### config.mk
export PLATFORM = sky130hd
export DESIGN_NAME = modq_uop_unit
export DESIGN_NICKNAME = d
export VERILOG_FILES = /design/src/rtl/modq_uop_pkg.sv /design/src/rtl/modq_uop_banks.sv /design/src/rtl/modq_uop_addsub.sv /design/src/rtl/modq_uop_mul.sv /design/src/rtl/modq_uop_unit.sv
export SDC_FILE = /design/constraint.sdc
export NUM_CORES = 1
export LEC_CHECK = 0
export BUFFER_PORTS_ARGS = -buffer_cell sky130_fd_sc_hd__buf_4
export CORE_MARGIN = 2
export CORE_UTILIZATION = 45
export DETAILED_ROUTE_END_ITERATION = 12
export SLEW_MARGIN = 0
export SYNTH_ARGS = -nofsm -noshare
export SYNTH_HDL_FRONTEND = slang
export SYNTH_SLANG_ARGS = --single-unit
export TNS_END_PERCENT = 1
### constraint.sdc
create_clock -name clk_i -period 4.1 [get_ports clk_i]
set_input_delay 0.615 -clock clk_i [delete_from_list [all_inputs] [get_ports clk_i]]
set_output_delay 0.615 -clock clk_i [all_outputs]
set_load 0.02 [all_outputs]
### src/rtl/modq_uop_pkg.sv
package modq_uop_pkg;
  typedef enum logic [2:0] {
    UOP_NOP  = 3'd0,
    UOP_MUL  = 3'd1,
    UOP_ADD  = 3'd2,
    UOP_SUB  = 3'd3,
    UOP_MOVE = 3'd4,
    UOP_CMPZ = 3'd5
  } uop_e;

  localparam int unsigned SLOT_ZERO = 0;
  localparam int unsigned SLOT_ONE  = 1;
  localparam int unsigned SLOT_HALF = 2;
endpackage

### src/rtl/modq_uop_banks.sv
module modq_uop_banks #(
  parameter int unsigned P_MOD = 251,
  parameter int unsigned SLOTS = 16,
  parameter int unsigned OPW   = 8,
  parameter int unsigned SLW   = 4
) (
  input  logic           clk_i,
  input  logic           rst_ni,
  input  logic           wr_en_i,
  input  logic           wr_bank_i,
  input  logic [SLW-1:0] wr_slot_i,
  input  logic [OPW-1:0] wr_data_i,
  input  logic           ld_en_i,
  input  logic           ld_bank_i,
  input  logic [SLW-1:0] ld_slot_i,
  input  logic [OPW-1:0] ld_data_i,
  input  logic           rd_bank_i,
  input  logic [SLW-1:0] rd_a_slot_i,
  input  logic [SLW-1:0] rd_b_slot_i,
  output logic [OPW-1:0] rd_a_o,
  output logic [OPW-1:0] rd_b_o,
  input  logic           st_bank_i,
  input  logic [SLW-1:0] st_slot_i,
  output logic [OPW-1:0] st_data_o
);
  import modq_uop_pkg::*;

  localparam logic [OPW-1:0] HALF = OPW'((P_MOD + 1) / 2);

  logic [OPW-1:0] mem_q [2][SLOTS];

  function automatic logic [OPW-1:0] init_val(input int unsigned s);
    if (s == SLOT_ONE)       return OPW'(1);
    else if (s == SLOT_HALF) return HALF;
    else                     return '0;
  endfunction

  always_ff @(posedge clk_i or negedge rst_ni) begin
    if (!rst_ni) begin
      for (int b = 0; b < 2; b++)
        for (int s = 0; s < SLOTS; s++)
          mem_q[b][s] <= init_val(s);
    end else begin
      if (ld_en_i) mem_q[ld_bank_i][ld_slot_i] <= ld_data_i;
      // result write placed last: wins a same-slot collision
      if (wr_en_i) mem_q[wr_bank_i][wr_slot_i] <= wr_data_i;
    end
  end

  assign rd_a_o    = mem_q[rd_bank_i][rd_a_slot_i];
  assign rd_b_o    = mem_q[rd_bank_i][rd_b_slot_i];
  assign st_data_o = mem_q[st_bank_i][st_slot_i];
endmodule

### src/rtl/modq_uop_addsub.sv
module modq_uop_addsub #(
  parameter int unsigned P_MOD = 251,
  parameter int unsigned OPW   = 8
) (
  input  logic [OPW-1:0] a_i,
  input  logic [OPW-1:0] b_i,
  input  logic           sub_i,
  output logic [OPW-1:0] y_o
);
  localparam logic [OPW:0] PM = (OPW+1)'(P_MOD);

  logic [OPW:0] sum, dif;

  always_comb begin
    sum = {1'b0, a_i} + {1'b0, b_i};
    if (sum >= PM) sum = sum - PM;
    if (a_i >= b_i) dif = {1'b0, a_i} - {1'b0, b_i};
    else            dif = {1'b0, a_i} + PM - {1'b0, b_i};
    y_o = sub_i ? dif[OPW-1:0] : sum[OPW-1:0];
  end
endmodule

### src/rtl/modq_uop_mul.sv
module modq_uop_mul #(
  parameter int unsigned P_MOD = 251,
  parameter int unsigned OPW   = 8,
  parameter int unsigned SLW   = 4
) (
  input  logic           clk_i,
  input  logic           rst_ni,
  input  logic           start_i,
  input  logic [OPW-1:0] a_i,
  input  logic [OPW-1:0] b_i,
  input  logic [SLW-1:0] slot_i,
  input  logic           bank_i,
  output logic           busy_o,
  output logic           wr_o,
  output logic [SLW-1:0] wr_slot_o,
  output logic           wr_bank_o,
  output logic [OPW-1:0] res_o
);
  localparam int unsigned CW = (OPW > 1) ? $clog2(OPW) : 1;
  localparam logic [OPW:0] PM = (OPW+1)'(P_MOD);

  logic           busy_q, bank_q;
  logic [CW-1:0]  cnt_q;
  logic [OPW-1:0] a_q, b_q, acc_q, nxt;
  logic [SLW-1:0] slot_q;
  logic [OPW:0]   dbl, add;

  // MSB-first double-and-add, reduced each step
  always_comb begin
    dbl = {acc_q, 1'b0};
    if (dbl >= PM) dbl = dbl - PM;
    add = dbl + {1'b0, (b_q[OPW-1] ? a_q : '0)};
    if (add >= PM) add = add - PM;
    nxt = add[OPW-1:0];
  end

  always_ff @(posedge clk_i or negedge rst_ni) begin
    if (!rst_ni) begin
      busy_q <= 1'b0;
      bank_q <= 1'b0;
      cnt_q  <= '0;
      a_q    <= '0;
      b_q    <= '0;
      acc_q  <= '0;
      slot_q <= '0;
    end else if (start_i) begin
      busy_q <= 1'b1;
      a_q    <= a_i;
      b_q    <= b_i;
      acc_q  <= '0;
      cnt_q  <= CW'(OPW - 1);
      slot_q <= slot_i;
      bank_q <= bank_i;
    end else if (busy_q) begin
      acc_q <= nxt;
      b_q   <= b_q << 1;
      cnt_q <= cnt_q - 1'b1;
      if (cnt_q == '0) busy_q <= 1'b0;
    end
  end

  assign busy_o    = busy_q;
  assign wr_o      = busy_q && (cnt_q == '0);
  assign wr_slot_o = slot_q;
  assign wr_bank_o = bank_q;
  assign res_o     = nxt;
endmodule

### src/rtl/modq_uop_unit.sv
module modq_uop_unit #(
  parameter int unsigned P_MOD = 251,
  parameter int unsigned SLOTS = 16,
  parameter int unsigned FLAGS = 4,
  parameter int unsigned OPW   = $clog2(P_MOD),
  parameter int unsigned SLW   = $clog2(SLOTS),
  parameter int unsigned FW    = (FLAGS > 1) ? $clog2(FLAGS) : 1
) (
  input  logic             clk_i,
  input  logic             rst_ni,
  input  logic             cmd_valid_i,
  output logic             cmd_ready_o,
  input  logic [2:0]       cmd_op_i,
  input  logic             cmd_bank_i,
  input  logic [SLW-1:0]   cmd_a_i,
  input  logic [SLW-1:0]   cmd_b_i,
  input  logic [SLW-1:0]   cmd_d_i,
  input  logic             ld_en_i,
  input  logic             ld_bank_i,
  input  logic [SLW-1:0]   ld_slot_i,
  input  logic [OPW-1:0]   ld_data_i,
  input  logic             st_bank_i,
  input  logic [SLW-1:0]   st_slot_i,
  output logic [OPW-1:0]   st_data_o,
  output logic             busy_o,
  output logic             done_o,
  output logic [FLAGS-1:0] zf_o
);
  import modq_uop_pkg::*;

  uop_e           op;
  logic           accept, is_alu, is_move, is_cmpz, is_mul;
  logic [OPW-1:0] rd_a, rd_b, alu_y, mul_res;
  logic           mul_busy, mul_wr, mul_bank;
  logic [SLW-1:0] mul_slot;
  logic           wr_en, wr_bank;
  logic [SLW-1:0] wr_slot;
  logic [OPW-1:0] wr_data;
  logic           done_q;

  assign op          = uop_e'(cmd_op_i);
  assign cmd_ready_o = !mul_busy;
  assign accept      = cmd_valid_i && cmd_ready_o;
  assign is_alu      = accept && (op == UOP_ADD || op == UOP_SUB);
  assign is_move     = accept && (op == UOP_MOVE);
  assign is_cmpz     = accept && (op == UOP_CMPZ);
  assign is_mul      = accept && (op == UOP_MUL);

  modq_uop_banks #(.P_MOD(P_MOD), .SLOTS(SLOTS), .OPW(OPW), .SLW(SLW)) u_banks (
    .clk_i      (clk_i),
    .rst_ni     (rst_ni),
    .wr_en_i    (wr_en),
    .wr_bank_i  (wr_bank),
    .wr_slot_i  (wr_slot),
    .wr_data_i  (wr_data),
    .ld_en_i    (ld_en_i),
    .ld_bank_i  (ld_bank_i),
    .ld_slot_i  (ld_slot_i),
    .ld_data_i  (ld_data_i),
    .rd_bank_i  (cmd_bank_i),
    .rd_a_slot_i(cmd_a_i),
    .rd_b_slot_i(cmd_b_i),
    .rd_a_o     (rd_a),
    .rd_b_o     (rd_b),
    .st_bank_i  (st_bank_i),
    .st_slot_i  (st_slot_i),
    .st_data_o  (st_data_o)
  );

  modq_uop_addsub #(.P_MOD(P_MOD), .OPW(OPW)) u_addsub (
    .a_i  (rd_a),
    .b_i  (rd_b),
    .sub_i(op == UOP_SUB),
    .y_o  (alu_y)
  );

  modq_uop_mul #(.P_MOD(P_MOD), .OPW(OPW), .SLW(SLW)) u_mul (
    .clk_i    (clk_i),
    .rst_ni   (rst_ni),
    .start_i  (is_mul),
    .a_i      (rd_a),
    .b_i      (rd_b),
    .slot_i   (cmd_d_i),
    .bank_i   (!cmd_bank_i),
    .busy_o   (mul_busy),
    .wr_o     (mul_wr),
    .wr_slot_o(mul_slot),
    .wr_bank_o(mul_bank),
    .res_o    (mul_res)
  );

  // single result port; mul write and new command never coincide
  always_comb begin
    wr_en   = mul_wr || is_alu || is_move;
    wr_bank = mul_wr ? mul_bank : !cmd_bank_i;
    wr_slot = mul_wr ? mul_slot : cmd_d_i;
    wr_data = mul_wr ? mul_res : (is_move ? rd_a : alu_y);
  end

  for (genvar f = 0; f < FLAGS; f++) begin : g_flag
    logic zf_q;
    always_ff @(posedge clk_i or negedge rst_ni) begin
      if (!rst_ni) zf_q <= 1'b0;
      else if (is_cmpz && cmd_d_i[FW-1:0] == FW'(f)) zf_q <= (rd_a == '0);
    end
    assign zf_o[f] = zf_q;
  end

  always_ff @(posedge clk_i or negedge rst_ni) begin
    if (!rst_ni) done_q <= 1'b0;
    else         done_q <= mul_wr || is_alu || is_move || is_cmpz;
  end

  assign busy_o = mul_busy;
  assign done_o = done_q;
endmodule

* Yosys cells after proc, flatten, opt, wreduce, memory -nomap -nowiden
Cells that the tools add are included.
** Word-level totals
- Output and inout bits :: 15
- Word-level logic and storage cells :: 157
- Bits in registers :: 294
** Cells by class
- Add/subtract/negate cells :: 9
- Equal/unequal tests :: 8
- Muxes and demuxes :: 46
- Magnitude comparators :: 17
- Bitwise gates (word level) :: 9
- Reductions and logical operators :: 24
** Operators by type and width (count)
- two-way mux 128 bit :: 8
- bitwise mux 256 bit :: 2
- two-way mux 256 bit :: 2
- demux 128 bit (select 1 bit) :: 2
- two-way mux 8 bit :: 19
- binary-select mux 8 bit (select 4 bit) :: 3
- demux 8 bit (select 4 bit) :: 2
- greater-or-equal comparator 9 x 8 -> 1 bit (second input constant) :: 3
- greater-or-equal comparator 5 bit (second input constant) :: 5
- inverter 4 -> 5 bit :: 5
- subtractor 8 bit :: 2
- subtractor 8 bit (second input constant) :: 2
- logical AND 1 bit :: 14
- < comparator 5 x 1 -> 1 bit (second input constant) :: 2
- adder 8 x 8 -> 9 bit :: 1
- adder 9 x 8 -> 9 bit :: 1
- two-way mux 9 bit :: 1
- subtractor 9 x 8 -> 9 bit (second input constant) :: 1
- adder 8 bit (second input constant) :: 1
- greater-or-equal comparator 2 bit (second input constant) :: 4
- greater-or-equal comparator 8 bit :: 1
- logical NOT 8 bit :: 1
- inverter 1 -> 2 bit :: 4
- equality test 3 x 2 -> 1 bit (second input constant) :: 2
- 14 further kinds :: 25

* Longest topological paths before layout
Gate-level depths: netlist (run 1).
- Depth after elaboration :: 15
- Depth in mapped cells :: 23

* By module
A second synthesis (run 1) with hierarchy kept.
** Unflattened totals
- Cells, all modules :: 2258
- Area, all modules :: 22581.7 µm²
** By module, submodules not included
- modq_uop_banks :: cells an instance 1774, times used 1, area each 18311.3 µm²
- modq_uop_mul :: cells an instance 218, times used 1, area each 2183.3 µm²
- modq_uop_addsub :: cells an instance 187, times used 1, area each 1472.7 µm²
- modq_uop_unit :: cells an instance 79, times used 1, area each 614.3 µm²

* Least setup slack after synthesis (run 1)
Ideal clock, no wire load.
- Kind :: in2reg
- From :: in cmd_bank_i
- To :: reg u_banks.mem_q[103] (netlist bit)
- Cell stages on the path :: 20
- Path buffers :: 6
- Arrival time :: 5.402 ns
- Slack :: -1.443 ns
- Cells stage by stage :: buf_6 -> buf_4 -> buf_2 -> buf_2 -> mux4_2 -> mux4_2 -> mux2_2 -> ha_1 -> clkbuf_1 -> inv_1 -> fa_1 -> a21o_1 -> a311o_1 -> a21oi_1 -> xor2_1 -> a22oi_1 -> xnor2_1 -> o21ai_1 -> clkbuf_1 -> a31oi_1
** Between the ends
- Cells in the longest elaborated chain, start to end :: 15
** RTL lines
- start, declared :: RTL line modq_uop_unit.sv:14 : input logic cmd_bank_i,
- inverter 1 -> 2 bit (not written as such) :: RTL line modq_uop_banks.sv:50, modq_uop_banks.sv:51
- two-way mux 128 bit (not written as such) (3 in series) :: RTL line modq_uop_banks.sv:50, modq_uop_banks.sv:51
- binary-select mux 8 bit (select 4 bit) (on tied branches) :: RTL line modq_uop_banks.sv:50, modq_uop_banks.sv:51
- two-way mux 8 bit (on tied branches) (2 in series) :: RTL line modq_uop_banks.sv:50, modq_uop_banks.sv:51
- adder 8 x 8 -> 9 bit or adder 8 bit (tied branches) :: RTL line modq_uop_addsub.sv:15, modq_uop_addsub.sv:18
- subtractor 8 bit (tied with other cells) :: RTL line modq_uop_addsub.sv:16 : if (sum >= PM) sum = sum - PM;
- two-way mux 8 bit (on tied branches) :: RTL line modq_uop_addsub.sv:16, modq_uop_addsub.sv:17
- two-way mux 8 bit :: RTL line modq_uop_addsub.sv:19 : y_o = sub_i ? dif[OPW-1:0] : sum[OPW-1:0];
- two-way mux 8 bit (2 in series) :: RTL line modq_uop_unit.sv:97 : wr_data = mul_wr ? mul_res : (is_move ? rd_a : alu_y);
- bitwise mux 256 bit (*) :: RTL line modq_uop_banks.sv:46 : if (wr_en_i) mem_q[wr_bank_i][wr_slot_i] <= wr_data_i;
- two-way mux 256 bit (*) :: RTL line modq_uop_banks.sv:46
- end signal, assigned by index :: RTL line modq_uop_banks.sv:42 : mem_q[b][s] <= init_val(s);
- end signal, assigned by index :: RTL line modq_uop_banks.sv:44 : if (ld_en_i) mem_q[ld_bank_i][ld_slot_i] <= ld_data_i;
- end signal, assigned by index :: RTL line modq_uop_banks.sv:46
- end, declared :: RTL line modq_uop_banks.sv:30 : logic [OPW-1:0] mem_q [2][SLOTS];
Every way passes the cells marked *; elsewhere a longest branch is shown, timed or not. The select of a mux whose other input is x is not followed.
A chain may end at the register's enable or synchronous reset.

* Final worst setup path (run 1)
- From :: reg u_banks.mem_q[1] (netlist bit)
- To :: reg u_banks.mem_q[192] (netlist bit)
** Between the ends
- Cells in the longest elaborated chain, start to end :: 14
** RTL lines
- two-way mux 128 bit (not written as such) (*) (3 in series) :: RTL line modq_uop_banks.sv:50, modq_uop_banks.sv:51
- binary-select mux 8 bit (select 4 bit) (on tied branches) :: RTL line modq_uop_banks.sv:50, modq_uop_banks.sv:51
- two-way mux 8 bit (on tied branches) (2 in series) :: RTL line modq_uop_banks.sv:50, modq_uop_banks.sv:51
- adder 8 x 8 -> 9 bit :: RTL line modq_uop_addsub.sv:15 : sum = {1'b0, a_i} + {1'b0, b_i};
- greater-or-equal comparator 9 x 8 -> 1 bit :: RTL line modq_uop_addsub.sv:16
- two-way mux 8 bit :: RTL line modq_uop_addsub.sv:16
- two-way mux 8 bit (*) :: RTL line modq_uop_addsub.sv:19
- two-way mux 8 bit (*) (2 in series) :: RTL line modq_uop_unit.sv:97
- bitwise mux 256 bit (*) :: RTL line modq_uop_banks.sv:46
- two-way mux 256 bit (*) :: RTL line modq_uop_banks.sv:46
Marked as above.

==> results.json, run 1 <==
{
  "setup_violations": 256,
  "num_io_pins": 53,
  "grt_pass1_vias": 22100,
  "worst_slack_ps": -569,
  "rows": 84,
  "grt_max_degree": 96,
  "netlist_instances": 2334,
  "drt_iter0_drc": 3065,
  "cts_buffer_depth": 3,
  "ys_types": 76,
  "track_usage": 0.358,
  "slew_headroom": 0.289,
  "syn_nets": 2418,
  "cp.depth": 19,
  "rsz0062_at_grt": "yes",
  "layout-drive-gt1-share": 0.379,
  "synth_top_area_cell": "dfrtp_1",
  "status": "finished with violations",
  "cp-start-kind": "flip-flop",
  "path_max_fanout": 13,
  "crit_type": "reg2reg",
  "tightest_slew_ps": 1070,
  "ys_ff_latch": 294,
  "dieWidth_um": 234,
  "die-area_mm2": 0.0547,
  "yosysSeqAreaShare": 0.310,
  "totalWireLength_mm": 98.0,
  "remaining_drc_errors": 0,
  "cp_common_cell": "buf_6",
  "vias": 22700,
  "clock_latency_ps": 580,
  "worstPathRequired_ps": 4610,
  "total_power_uw": 27500,
  "synth-edff-count": 0,
  "netlist_area_mm2": 0.0238,
  "port_buffers": 52,
  "yosysWarnings": 0,
  "overflow": 0,
  "power.leakage_uw": 0.0124,
  "max_stage_delay_ps": 530,
  "worstPathCellList": "buf_4 -> mux4_2 -> mux4_2 -> mux2_4 -> buf_6 -> buf_6 -> fa_2 -> nand2b_4 -> a2111o_1 -> o211ai_1 -> nand4b_1 -> buf_6 -> or3_4 -> a311oi_4 -> buf_4 -> a21oi_4 -> buf_12 -> buf_12 -> a21oi_2",
  "r2r-start": "u_banks.mem_q[1]",
  "violations": "negative setup slack",
  "fill_cells": 4450,
  "htreeDepth": 2,
  "synth_area_per_cell_um2": 10.2,
  "hold_slack_ps": 64.7,
  "antenna_found_initial": 4,
  "synth_top_area_frac": 0.295,
  "path_delay_family": "multiplexers",
  "layout_min_cycle_time_ps": 4670,
  "cts_sinks": 294,
  "place_area_mm2": 0.0275,
  "start_util": 0.453,
  "cts_inserted_buffers": 39,
  "fmax_ghz": 0.214,
  "async_flop_share": 1.00,
  "coreArea_mm2": 0.0524,
  "skew_ps": 24.3,
  "gp_congestion": 1.01,
  "grt-busiest-layer": "met2",
  "clock-root-buffer": "clkbuf_16",
  "cp.arrival_ps": 5180,
  "cp-startpoint": "u_banks.mem_q[1]",
  "hold_viol": 0,
  "use_met3": 0.0799,
  "maxCapViolations": 0,
  "final_common_cell": "buf_4",
  "crit_buf_inv": 7,
  "hold_class": "in2async",
  "ant_nets": 0,
  "r2r_cells": 19,
  "use_met2": 0.557,
  "die_h_um": 234,
  "drt-vias-per-instance": 6.87,
  "power-per-cell-area_mw_per_mm2": 920,
  "ys_top_cells_by_area": "dfrtp_1, mux4_2, mux2_2, a31oi_1, a211oi_1",
  "slowest_stage": "mux4_2",
  "grt_pass1_wl_mm": 144,
  "slew_violations": 0,
  "ir_drop_v": 0.000698,
  "dp_hpwl_mm": 69.0,
  "nNetsFinal": 2675,
  "synthFlopType": "dfrtp_1",
  "area_growth_syn_to_layout_pct": 25.7,
  "end_kind": "flip-flop",
  "r2r_setup_slack_ps": -570,
  "design_area_mm2": 0.0299,
  "cts_tree": "built",
  "drtPass1Iterations": 7,
  "wl_per_cell_um": 29.6,
  "min_period_over_period": 1.14,
  "grtUsageMet1": 0.467,
  "mostFrequentLayoutCells": "buf_4, dfrtp_1, mux4_2, nand2_1, nor2_1",
  "utilization": 0.570,
  "path_clk_slew_ps": 60
}
through the flow:
stage | setup TNS [ps] | instances | setup slack (ps)
finish | -100650 | 3309 | -569
global route | -129350 | 3309 | -674
CTS | -83110 | 3304 | -499
detailed placement | -319870 | 3213 | -1570
global placement | -297380 | 3213 | -1410
floorplan | -170360 | 2334 | -761
layer usage:
metal / share of wire / vias to the layer above
met5: 0.00038 / -
met3: 0.11 / 335
met4: 0.061 / 6
met2: 0.46 / 1606
met1: 0.37 / 11300
li1: - / 9503
worst reg2reg max path: stages, from the launching register on:
cell,delay [ps]
dfrtp_1,410
buf_4,150
mux4_2,530
mux4_2,510
mux2_4,300
buf_6,130
buf_6,100
fa_2,370
nand2b_4,110
a2111o_1,140
o211ai_1,110
nand4b_1,220
buf_6,160
or3_4,380
a311oi_4,280
buf_4,180
a21oi_4,40
buf_12,190
buf_12,160
a21oi_2,150
cells in the mapped netlist, drive strengths merged, types with 19 or more instances:
library cell    n
mux4          231
clkbuf        155
nor2b         113
ha             41
a31oi         163
a211oi        125
o32ai          19
nor3           52
o22ai          35
mux2i          80
nor2          163
dfrtp         280
buf            72
nand3          28
o21ai          83
mux2          120
nand2         216
a21oi         105
inv            42
layout make-up:
cell class | instances | area, µm² | share of cell area
antenna | 1 | 2.50 | 0.0000837
clock buffer | 59 | 1160 | 0.0389
inverter | 42 | 160 | 0.00536
sequential | 294 | 7370 | 0.247
clock inverter | 11 | 170 | 0.00569
timing repair buffer | 443 | 4130 | 0.138
tap | 688 | 861 | 0.0288
multi-input combinational | 1771 | 16000 | 0.536
kinds of logic after synthesis:
group           count (synthesis)  share of synthesized area
xor+xnor                       25                    0.00921
mux                           431                      0.310
flops                         294                      0.310
fa+ha+maj                      46                     0.0258
simple gates                  662                      0.133
buf+inv                       269                     0.0465
compound gates                607                      0.166
timing repair:
| item | CTS | global route |
|---|---|---|
| gates cloned | 7 | 1 |
| setup endpoints to repair | 256 | 256 |
| pin swaps | 32 | 22 |
| resized for setup | 106 | 33 |
| hold buffers | 0 | 0 |
| setup buffers | 14 | 3 |
path summary, 6_finish.rpt:
| check | end |
|---|---|
| setup / recovery | u_banks.mem_q[192] |
| hold / removal | u_mul.acc_q[5] |
| setup reg to reg | u_banks.mem_q[192] |
| hold reg to reg | u_mul.a_q[4] |
| max in group asynchronous | u_banks.mem_q[169] |
| min in group clk_i | u_mul.wr_slot_o[2] |
sequential cells by signal, indices dropped and copies added (netlist names):
name,cells
u_banks.mem_q,256
u_mul.busy_o,1
u_mul.wr_slot_o,4
done_o,1
u_mul.b_q,8
u_mul.wr_bank_o,1
u_mul.acc_q,8
u_mul.a_q,8
u_mul.cnt_q,3
g_flag.zf_q,4
where the power goes:
group | internal, µW | switching, µW | total, µW
combinational | 8810 | 9430 | 18200
clock | 2210 | 1400 | 3610
sequential | 4260 | 1380 | 5640
total | 15300 | 12200 | 27500
No activity file was read; power rests on OpenSTA's default activity.
==> run 2: changes to the inputs <==
ABC_AREA = 1   (was unset)
==> results.json, run 2 <==
{
  "netlist_instances": 3638,
  "vias": 27300,
  "switching_share": 0.476,
  "synth-edff-count": 0,
  "p_sw_uw": 10500,
  "final_common_cell": "nand2_1",
  "synth_top_area_frac": 0.303,
  "regMostFlops": "u_banks.mem_q",
  "yosysWarnings": 0,
  "min_period_over_period": 1.04,
  "post-place-ws_ps": -985,
  "ant_nets": 0,
  "seq_power_share": 0.260,
  "syn_nets": 3722,
  "async_flop_share": 1.00,
  "power-per-cell-area_mw_per_mm2": 749,
  "cts_buffer_depth": 3,
  "violations": "negative setup slack",
  "yosys.area_share.adder": 0.0265,
  "cts_inserted_buffers": 37,
  "design_area_mm2": 0.0296,
  "cp_common_cell": "nand2_4",
  "synthFlopType": "dfrtp_1",
  "synth_most_common_cell": "nand2_1",
  "power.leakage_uw": 0.0145,
  "grt_pass1_vias": 24700,
  "yosys-top-cells-count": "nand2_1, o21ai_0, dfrtp_1, inv_1, nor2_1",
  "ys_ff_latch": 294,
  "hold_viol": 0,
  "totalWireLength_mm": 111,
  "synth_mux_area_frac": 0.0160,
  "diodes": 0,
  "mostFrequentLayoutCells": "nand2_1, o21ai_0, buf_4, dfrtp_1, inv_1",
  "total_power_uw": 22100,
  "worst_slack_ps": -148,
  "synth_xor_area_frac": 0.0119,
  "synth_top_area_cell": "dfrtp_1",
  "drtPass1Iterations": 6,
  "yosys.area_share.simple": 0.343,
  "path_clk_slew_ps": 60,
  "skew_ps": 31.3,
  "clock-root-buffer": "clkbuf_16",
  "path_max_fanout": 8,
  "track_usage": 0.396,
  "setup_violations": 234,
  "grt_pass1_wl_mm": 158,
  "yosysSeqAreaShare": 0.319,
  "die-area_mm2": 0.0532,
  "synth_compound_area_frac": 0.198,
  "area_growth_syn_to_layout_pct": 27.9,
  "dieWidth_um": 231,
  "clockPowerShare": 0.153,
  "cp-start-kind": "input pin",
  "combPwrFrac": 0.588,
  "ir_drop_v": 0.000443,
  "rsz0062_at_grt": "yes",
  "place_area_mm2": 0.0261,
  "fmax_ghz": 0.235,
  "largest_reg_flops": 256,
  "end_kind": "flip-flop",
  "tightest_slew_ps": 1030,
  "crit_type": "in2reg",
  "htreeDepth": 2,
  "cts_hold_buf": 0,
  "cp.arrival_ps": 4690,
  "ys_types": 52,
  "worstPathRequired_ps": 4540,
  "remaining_drc_errors": 0,
  "cts_sinks": 294,
  "num_io_pins": 53,
  "antenna_found_initial": 5,
  "grt_max_degree": 115,
  "drt-vias-per-instance": 5.94,
  "max_stage_delay_ps": 470,
  "coreArea_mm2": 0.0510,
  "crit_buf_inv": 6,
  "start_util": 0.453,
  "nNetsFinal": 3975,
  "wl_per_cell_um": 24.2,
  "layout-drive-gt1-share": 0.205,
  "setup_tns_ps": -14310,
  "ys_top_cells_by_area": "dfrtp_1, nand2_1, o21ai_0, inv_1, nor2_1",
  "status": "finished with violations",
  "die_h_um": 231,
  "gp_congestion": 1.02,
  "hold_class": "in2async",
  "rows": 83,
  "drt_iter0_drc": 3951,
  "intPower_uw": 11600,
  "clock_latency_ps": 570,
  "cts_tree": "built",
  "overflow": 0,
  "layout_min_cycle_time_ps": 4250,
  "path_delay_family": "simple AND/OR/NAND/NOR gates",
  "slowest_stage": "fa_2",
  "slew_violations": 0,
  "synth_area_per_cell_um2": 6.35,
  "port_buffers": 52,
  "slew_headroom": 0.314,
  "synth_top_family_by_area": "simple AND/OR/NAND/NOR gates",
  "maxCapViolations": 0,
  "dp_hpwl_mm": 75.5,
  "netlist_area_mm2": 0.0231
}
run 2: cell count changes in the layout (fill, tap and decap cells not counted), sizes merged, moves of 94 or more:
cell    change
inv       +178
mux2      -120
nor2b     -113
nand2    +1370
a31oi     -151
o211ai     +94
o21ai     +441
mux4      -231
a211oi    -125
run 2: routing by layer:
metal	up-vias	wire (µm)	track usage	part of all wire
li1	12400	-	-	-
met1	12800	44800	0.546	0.40
met2	1734	47300	0.598	0.42
met3	373	11900	0.0676	0.11
met4	4	7210	0.203	0.065
met5	-	21	0	0.00019
run 2: cell families (layout without fill, tap and decap cells):
logic type | after synthesis | after routing
simple gates | 1984 | 1985
flops | 294 | 294
buf+inv | 450 | 730
compound gates | 799 | 799
xor+xnor | 28 | 28
fa+ha+maj | 46 | 46
mux | 37 | 37
run 2: power by group through the flow:
stage / combinational (µW) / sequential [µW] / clock (µW)
finish: 13000 / 5750 / 3380
detailed placement: 10600 / 5600 / 0
global placement: 10400 / 5590 / 0
floorplan: 6290 / 5080 / 0
CTS: 11300 / 5600 / 3400
global route: 13800 / 5840 / 3500
run 2: layout make-up:
cell class                      count  area [µm²]
Timing Repair Buffer              437        4390
Sequential cell                   294        7370
Multi-Input combinational cell   2895       14900
Tap cell                          680         851
Fill cell                        4948       21400
Clock buffer                       55        1100
Inverter                          226         863
Clock inverter                     12         123
run 2: what timing repair did:
item	4_1_cts	5_1_grt
setup buffers	18	37
gates cloned	6	17
resized for setup	101	252
endpoints found under the hold margin	0	0
pin swaps	31	125
endpoints found under the setup margin	256	256
run 2: worst register-to-register path, cell delays in order (launching register included):
cell and delay (ps):
dfrtp_1 400, inv_2 80, nand2_1 90, o21ai_4 80
nand2_1 70, o211ai_1 90, nand2_1 150, o211ai_1 440
nand2_2 250, ha_4 250, fa_2 470, nand2_4 130
nand3_4 100, nand2_4 140, nand3_4 100, nor2_4 120
nand2_4 90, buf_6 140, nand4_1 100, nand2_2 70
nand2_2 80, nand2_2 90, nand2_4 100, nand2_8 130
clkbuf_16 230, nand2_4 60, nand2_1 50
run 2: worst paths after layout:
| kind | startpoint | to | slack [ps] | cells past startpoint |
|---|---|---|---|---|
| min reg2reg | u_mul.wr_slot_o[0] | u_mul.wr_slot_o[0] | 490 | 2 |
| max | cmd_bank_i | u_banks.mem_q[12] | -150 | 28 |
| max in group asynchronous | rst_ni | u_banks.mem_q[201] | 2920 | 2 |
| min | rst_ni | u_banks.mem_q[250] | 110 | 1 |
| max reg2reg | u_banks.mem_q[152] | u_banks.mem_q[12] | -110 | 26 |
| min in group clk_i | cmd_d_i[3] | u_mul.wr_slot_o[3] | 360 | 3 |
run 2: through the flow:
stage               utilization  hold slack (ps)  std cells
floorplan                     -              319       3638
global placement          0.513              463       4462
detailed placement        0.513              473       4462
CTS                       0.550              193       4553
global route              0.580              205       4599
finish                    0.580              109       4599
